`config.mk`:
```
export PLATFORM = sky130hd
export DESIGN_NAME = vid_pulse_window_det
export DESIGN_NICKNAME = d
export VERILOG_FILES = /design/src/rtl/vpd_pkg.sv /design/src/rtl/vpd_line_tracker.sv /design/src/rtl/vpd_window_sel.sv /design/src/rtl/vpd_pulse_accum.sv /design/src/rtl/vpd_verdict.sv /design/src/rtl/vid_pulse_window_det.sv
export SDC_FILE = /design/constraint.sdc
export NUM_CORES = 1
export LEC_CHECK = 0
export BUFFER_PORTS_ARGS = -buffer_cell sky130_fd_sc_hd__buf_2
export CORE_MARGIN = 2
export CORE_UTILIZATION = 55
export CTS_BUF_LIST = sky130_fd_sc_hd__clkbuf_4 sky130_fd_sc_hd__clkbuf_8
export DETAILED_ROUTE_END_ITERATION = 8
export MAX_ROUTING_LAYER = met4
export PLACE_DENSITY = 0.83
export SKIP_CTS_REPAIR_TIMING = 1
export SLEW_MARGIN = 25
export SYNTH_ARGS = -nofsm -noshare
export SYNTH_HDL_FRONTEND = slang
export SYNTH_SLANG_ARGS = --single-unit
```
`constraint.sdc`:
```
create_clock -name clk -period 2.8 [get_ports clk]
set_input_delay 0.56 -clock clk [delete_from_list [all_inputs] [get_ports clk]]
set_output_delay 0.56 -clock clk [all_outputs]
set_load 0.01 [all_outputs]
```
`src/rtl/vpd_pkg.sv`:
```
`timescale 1ns/1ps
package vpd_pkg;

  typedef enum logic {
    SCAN_SD   = 1'b0,
    SCAN_PROG = 1'b1
  } scan_mode_e;

  // Tail threshold decode: the code order is not monotonic in value.
  function automatic logic [2:0] pulse_threshold(input logic [1:0] code);
    logic [2:0] thr;
    case (code)
      2'b00:   thr = 3'd6;
      2'b01:   thr = 3'd4;
      2'b10:   thr = 3'd5;
      default: thr = 3'd7;
    endcase
    return thr;
  endfunction

  // First tail line: end-2, clipped to the start of a short window.
  function automatic int tail_first_line(input int start_l, input int end_l);
    return (end_l >= start_l + 2) ? end_l - 2 : start_l;
  endfunction

  // Saturating increment for a counter of the given width.
  function automatic int sat_inc(input int value, input int width);
    int top;
    top = (1 << width) - 1;
    return (value >= top) ? top : value + 1;
  endfunction

endpackage

```
`src/rtl/vpd_line_tracker.sv`:
```
`timescale 1ns/1ps
module vpd_line_tracker #(
  parameter int LINE_W = 6
) (
  input  logic              clk,
  input  logic              rst_n,
  input  logic              field_start,
  input  logic              hsync,
  input  logic [LINE_W-1:0] end_line,
  output logic [LINE_W-1:0] line_q,
  output logic              eval_pulse
);
  localparam logic [LINE_W-1:0] LINE_MAX = {LINE_W{1'b1}};

  logic done_q;

  assign eval_pulse = hsync && !field_start && !done_q && (line_q == end_line);

  always_ff @(posedge clk or negedge rst_n) begin
    if (!rst_n) begin
      line_q <= '0;
      done_q <= 1'b0;
    end else if (field_start) begin
      line_q <= '0;
      done_q <= 1'b0;
    end else begin
      if (hsync && line_q != LINE_MAX) begin
        line_q <= line_q + 1'b1;
      end
      if (eval_pulse) begin
        done_q <= 1'b1;
      end
    end
  end
endmodule

```
`src/rtl/vpd_window_sel.sv`:
```
`timescale 1ns/1ps
module vpd_window_sel #(
  parameter int LINE_W        = 6,
  parameter int BUILTIN_START = 12,
  parameter int BUILTIN_END   = 21
) (
  input  logic              win_override,
  input  logic [LINE_W-1:0] reg_start_line,
  input  logic [LINE_W-1:0] reg_end_line,
  input  logic [LINE_W-1:0] line_q,
  output logic [LINE_W-1:0] win_start,
  output logic [LINE_W-1:0] win_end,
  output logic              in_window,
  output logic              in_tail
);
  localparam logic [LINE_W-1:0] FIX_START = LINE_W'(BUILTIN_START);
  localparam logic [LINE_W-1:0] FIX_END   = LINE_W'(BUILTIN_END);

  logic [LINE_W:0] start_plus2;
  logic [LINE_W:0] tail_lo;

  always_comb begin
    win_start = win_override ? reg_start_line : FIX_START;
    win_end   = win_override ? reg_end_line   : FIX_END;
  end

  always_comb begin
    start_plus2 = {1'b0, win_start} + (LINE_W+1)'(2);
    if ({1'b0, win_end} >= start_plus2) begin
      tail_lo = {1'b0, win_end} - (LINE_W+1)'(2);
    end else begin
      tail_lo = {1'b0, win_start};
    end
    in_window = (line_q >= win_start) && (line_q <= win_end);
    in_tail   = in_window && ({1'b0, line_q} >= tail_lo);
  end
endmodule

```
`src/rtl/vpd_pulse_accum.sv`:
```
`timescale 1ns/1ps
module vpd_pulse_accum #(
  parameter int CNT_W = 8
) (
  input  logic             clk,
  input  logic             rst_n,
  input  logic             clear,
  input  logic             pulse_strobe,
  input  logic             in_window,
  input  logic             in_tail,
  output logic [CNT_W-1:0] total_q,
  output logic [CNT_W-1:0] tail_q,
  output logic [CNT_W-1:0] total_next,
  output logic [CNT_W-1:0] tail_next
);
  localparam logic [CNT_W-1:0] CNT_MAX = {CNT_W{1'b1}};

  logic hit_win;
  logic hit_tail;

  assign hit_win  = pulse_strobe && in_window;
  assign hit_tail = pulse_strobe && in_tail;

  always_comb begin
    total_next = (hit_win  && total_q != CNT_MAX) ? total_q + 1'b1 : total_q;
    tail_next  = (hit_tail && tail_q  != CNT_MAX) ? tail_q  + 1'b1 : tail_q;
  end

  always_ff @(posedge clk or negedge rst_n) begin
    if (!rst_n) begin
      total_q <= '0;
      tail_q  <= '0;
    end else if (clear) begin
      total_q <= '0;
      tail_q  <= '0;
    end else begin
      total_q <= total_next;
      tail_q  <= tail_next;
    end
  end
endmodule

```
`src/rtl/vpd_verdict.sv`:
```
`timescale 1ns/1ps
module vpd_verdict
  import vpd_pkg::*;
#(
  parameter int CNT_W = 8
) (
  input  logic             clk,
  input  logic             rst_n,
  input  logic             eval_pulse,
  input  logic             prog_mode,
  input  logic [1:0]       limit_sel,
  input  logic [CNT_W-1:0] total_next,
  input  logic [CNT_W-1:0] tail_next,
  output logic             detected,
  output logic [CNT_W-1:0] field_pulse_cnt
);
  logic [CNT_W-1:0] thr_w;
  logic             verdict;

  always_comb begin
    thr_w = CNT_W'(pulse_threshold(limit_sel));
    if (scan_mode_e'(prog_mode) == SCAN_PROG) begin
      verdict = (total_next != '0);
    end else begin
      verdict = (tail_next >= thr_w);
    end
  end

  always_ff @(posedge clk or negedge rst_n) begin
    if (!rst_n) begin
      detected        <= 1'b0;
      field_pulse_cnt <= '0;
    end else if (eval_pulse) begin
      detected        <= verdict;
      field_pulse_cnt <= total_next;
    end
  end
endmodule

```
`src/rtl/vid_pulse_window_det.sv`:
```
`timescale 1ns/1ps
module vid_pulse_window_det #(
  parameter int LINE_W        = 6,
  parameter int CNT_W         = 8,
  parameter int BUILTIN_START = 12,
  parameter int BUILTIN_END   = 21
) (
  input  logic              clk,
  input  logic              rst_n,
  input  logic              field_start,
  input  logic              hsync,
  input  logic              pulse_strobe,
  input  logic              prog_mode,
  input  logic              win_override,
  input  logic [LINE_W-1:0] reg_start_line,
  input  logic [LINE_W-1:0] reg_end_line,
  input  logic [1:0]        limit_sel,
  output logic              detected,
  output logic [CNT_W-1:0]  field_pulse_cnt
);
  logic [LINE_W-1:0] line_q;
  logic [LINE_W-1:0] win_start;
  logic [LINE_W-1:0] win_end;
  logic              in_window;
  logic              in_tail;
  logic              eval_pulse;
  logic [CNT_W-1:0]  total_q;
  logic [CNT_W-1:0]  tail_q;
  logic [CNT_W-1:0]  total_next;
  logic [CNT_W-1:0]  tail_next;

  vpd_window_sel #(
    .LINE_W(LINE_W), .BUILTIN_START(BUILTIN_START), .BUILTIN_END(BUILTIN_END)
  ) u_win (
    .win_override(win_override), .reg_start_line(reg_start_line),
    .reg_end_line(reg_end_line), .line_q(line_q), .win_start(win_start),
    .win_end(win_end), .in_window(in_window), .in_tail(in_tail)
  );

  vpd_line_tracker #(.LINE_W(LINE_W)) u_line (
    .clk(clk), .rst_n(rst_n), .field_start(field_start), .hsync(hsync),
    .end_line(win_end), .line_q(line_q), .eval_pulse(eval_pulse)
  );

  vpd_pulse_accum #(.CNT_W(CNT_W)) u_acc (
    .clk(clk), .rst_n(rst_n), .clear(field_start), .pulse_strobe(pulse_strobe),
    .in_window(in_window), .in_tail(in_tail), .total_q(total_q), .tail_q(tail_q),
    .total_next(total_next), .tail_next(tail_next)
  );

  vpd_verdict #(.CNT_W(CNT_W)) u_vrd (
    .clk(clk), .rst_n(rst_n), .eval_pulse(eval_pulse), .prog_mode(prog_mode),
    .limit_sel(limit_sel), .total_next(total_next), .tail_next(tail_next),
    .detected(detected), .field_pulse_cnt(field_pulse_cnt)
  );
endmodule

```
==> impl_metrics.toml <==
[run_status]
status = "finished, violations left"
violations = "setup timing"

[critical_path]
crit_chain = "buf_8 -> xnor2_1 -> and2_1 -> ha_2 -> a21oi_1 -> o21ai_1 -> a311oi_2 -> o21ai_2 -> buf_6 -> nor2_1 -> a21oi_1 -> ha_1 -> nand2b_1 -> a2111oi_4 -> o21ai_1 -> nand3_1 -> a211oi_4 -> xnor2_2 -> ha_1 -> nand2b_4 -> a21oi_4 -> nor2b_1 -> mux2i_1 -> a41oi_2"
cp_data_arrival_time_ns = 4.57
cp-start-kind = "primary input"
worst_ep_required_time_ns = 2.96
path_max_fanout = 6
cpMaxStageDelayCell = "a2111oi_4"
end_kind = "flop"
path_class = "primary input to flop"
slowest_delay_ns = 0.39

[synthesis]
synth_flop_cell = "dfrtp_1"
synth-edff-count = 0
synth_compound_area_share_pct = 12.8
synth_top_family_by_area = "simple AND/OR/NAND/NOR gates"
netlist_area_sq_um = 2520
syn_area_per_cell_sq_um = 8.98
ys_warn_count = 0
synth_mux_area_share_pct = 3.32
synth-xor-area-share_pct = 10.4
yosys.area_share.simple_pct = 23.2
synth_fp_nets = 332
synthCells = 281
postSynth.asyncResetShare_pct = 100
netlist-cell-type-count = 47
ys_seq_area_share_pct = 31.7
yosys.area_share.adder_pct = 14.9
ys_seq_elements = 32

[timing]
timing.slew.headroom_pct = 51.2
clock_skew_ns = 0.00703
hold-worst-slack_ns = 0.326
setup_viol = 11
fin_ws_ns = -1.62
slew_viol_final = 0
min_period_over_period_pct = 158
rsz0062_at_grt = "true"
worst_pin_slew_ns = 0.733
fmax_mhz = 226
fin_setup_tns_ns = -9.29
hold_viol = 0
layout_min_cycle_time_ns = 4.42

[power_and_ir_drop]
swShare_pct = 28.7
power_frac_seq_pct = 37.2
p_sw_uw = 385
power_mw = 1.34
power.leakage_nw = 1.75
internal-power_uw = 954
combPwrFrac_pct = 29.0
clock_power_share_pct = 33.8
power_density_nw_per_um2 = 365
vdd_ir_drop_max_v = 0.000450

[clock_network]
clk_latency_ns = 0.29
clkTransAtPathRegs_ns = 0.07
cts.htree.levels = 2
cts_tree = "done"
cts-root-buf = "clkbuf_8"
cts_num_sinks = 32
clock_path_buffers = 2
cts_made_buffers = 5

[place]
port_buffers = 29
gp_congestion = 0.887
post-place-ws_ns = -1.93
post-place-cells = 399
dp_hpwl_um = 4440

[global_route]
grt_util_all_layers_pct = 24.5
grt_pass1_wl_um = 9720
grt-ovfl-total = 0
antenna_found_initial = 0
grt_max_degree = 33
grt_pass1_vias = 2244

[die]
io_pins = 30
placementRows = 24
dieArea_sq_um = 5140
die_w_um = 71.7
start_util_pct = 57.5
core-area_sq_um = 4380
die_h_um = 71.7

[layout]
syn2layout_area_growth_pct = 45.2
fin_nets = 416
layout_common_cells = "buf_4 (49), nor2_1 (38), dfrtp_1 (32), buf_2 (25), nand2_1 (20)"
final_cell_count_no_fill = 418
final_common_cell = "buf_4"
layout-drive-gt1-share_pct = 41.3
diodes = 0

[routing]
drt-vias-per-instance = 6.13
dr.pass1.iters = 4
drtIter0Drc = 225
avgRoutedWirePerCell_um = 20.4
wl_um = 8530
vias = 2564
drc = 0
ant_nets = 0

[worst_hold_path]
min_path_type = "primary input to asynchronous set/reset pin"

[flow_run]
maxCapViolations = 0
[stage by stage]
step | utilization, % | cell area, sq um
4_1_cts | 73.1 | 3210
6_report | 83.6 | 3660
2_1_floorplan | - | 2610
5_1_grt | 83.6 | 3660
3_3_place_gp | 70.6 | 3100
3_5_place_dp | 70.6 | 3100
[flip-flops by register name, indices dropped and copies added, names as in the netlist]
register	flops
u_acc.total_q	8
u_line.done_q	1
u_line.line_q	6
u_acc.tail_q	8
u_vrd.detected	1
u_vrd.field_pulse_cnt	8
[power groups by stage]
stage | combinational, mW | clock, mW | sequential, mW
after global routing | 0.412 | 0.482 | 0.500
final | 0.387 | 0.453 | 0.498
after detailed placement | 0.280 | 0 | 0.506
after floorplan | 0.157 | 0 | 0.516
after CTS | 0.282 | 0.451 | 0.497
after global placement | 0.269 | 0 | 0.505
[synth_stat cells (2+ instances only)]
library cell  number  area, sq um
nor2_1            38          143
dfrtp_1           32          801
ha_1              30          375
nand2_1           21         78.8
a21oi_1           19         95.1
xnor2_1           15          131
xor2_1            15          131
inv_1             11         41.3
nand4_1           11         68.8
and3_1             9         56.3
clkbuf_1           6         22.5
nand3_1            6         30.0
and2_1             5         31.3
mux2i_1            5         50.1
nand2b_1           5         31.3
nor2b_1            4         25.0
or2_2              4         25.0
nor3_1             3         15.0
o211ai_1           3         22.5
o21a_1             3         22.5
o21ai_0            3         15.0
a2111oi_0          2         17.5
a21o_1             2         15.0
a311oi_1           2         17.5
buf_2              2         10.0
mux2_2             2         22.5
o21ai_1            2         10.0
or4_1              2         15.0
[worst max-delay path, delay by kind of cell]
family | cells | cell delay [ns]
AOI/OAI and AO/OA | 10 | 1.66
xor gates and xnor gates | 2 | 0.27
adders and majority gates | 3 | 0.79
buffers and inverters | 2 | 0.25
muxes | 1 | 0.19
and+or+nand+nor | 6 | 0.85
[metal layers]
| layer | vias up | track usage, % | share of wire, % |
|---|---|---|---|
| li1 | 1161 | - | - |
| met1 | 1257 | 29.7 | 39 |
| met2 | 111 | 41.3 | 52 |
| met3 | 35 | 4.50 | 4.7 |
| met4 | 0 | 7.76 | 3.8 |
| met5 | - | - | 0 |
[final timing paths]
kind	start	end	slack, ns	cells after the start
worst max-delay path	reg_start_line[1]	u_vrd.detected	-1.62	24
worst min-delay path	rst_n	u_acc.tail_q[2]	0.33	1
worst max register to register	u_line.line_q[4]	u_vrd.detected	-0.35	12
worst min register to register	u_vrd.field_pulse_cnt[2]	u_vrd.field_pulse_cnt[2]	0.52	2
max in group asynchronous	rst_n	u_acc.total_q[7]	2.01	1
min in group clk	u_vrd.field_pulse_cnt[2]	u_vrd.field_pulse_cnt[2]	0.52	2
[area by class of cell]
| class | count | area (sq um) |
|---|---|---|
| clock buffer | 6 | 76.3 |
| fill | 226 | 721 |
| multi-input combinational | 228 | 1970 |
| sequential | 32 | 801 |
| inverter | 11 | 43.8 |
| timing repair buffer | 87 | 669 |
| clock inverter | 2 | 35.0 |
| tap | 52 | 65.1 |
[logic make-up (layout without fill, tap and decap cells)]
| logic type | Yosys count | after routing |
|---|---|---|
| adders and majority gates | 30 | 30 |
| DFF | 32 | 32 |
| xor gates and xnor gates | 30 | 30 |
| buffers and inverters | 21 | 106 |
| muxes | 8 | 8 |
| AOI/OAI and AO/OA | 45 | 45 |
| and+or+nand+nor | 115 | 115 |
Note: power is estimated with default switching activity, not from simulation.
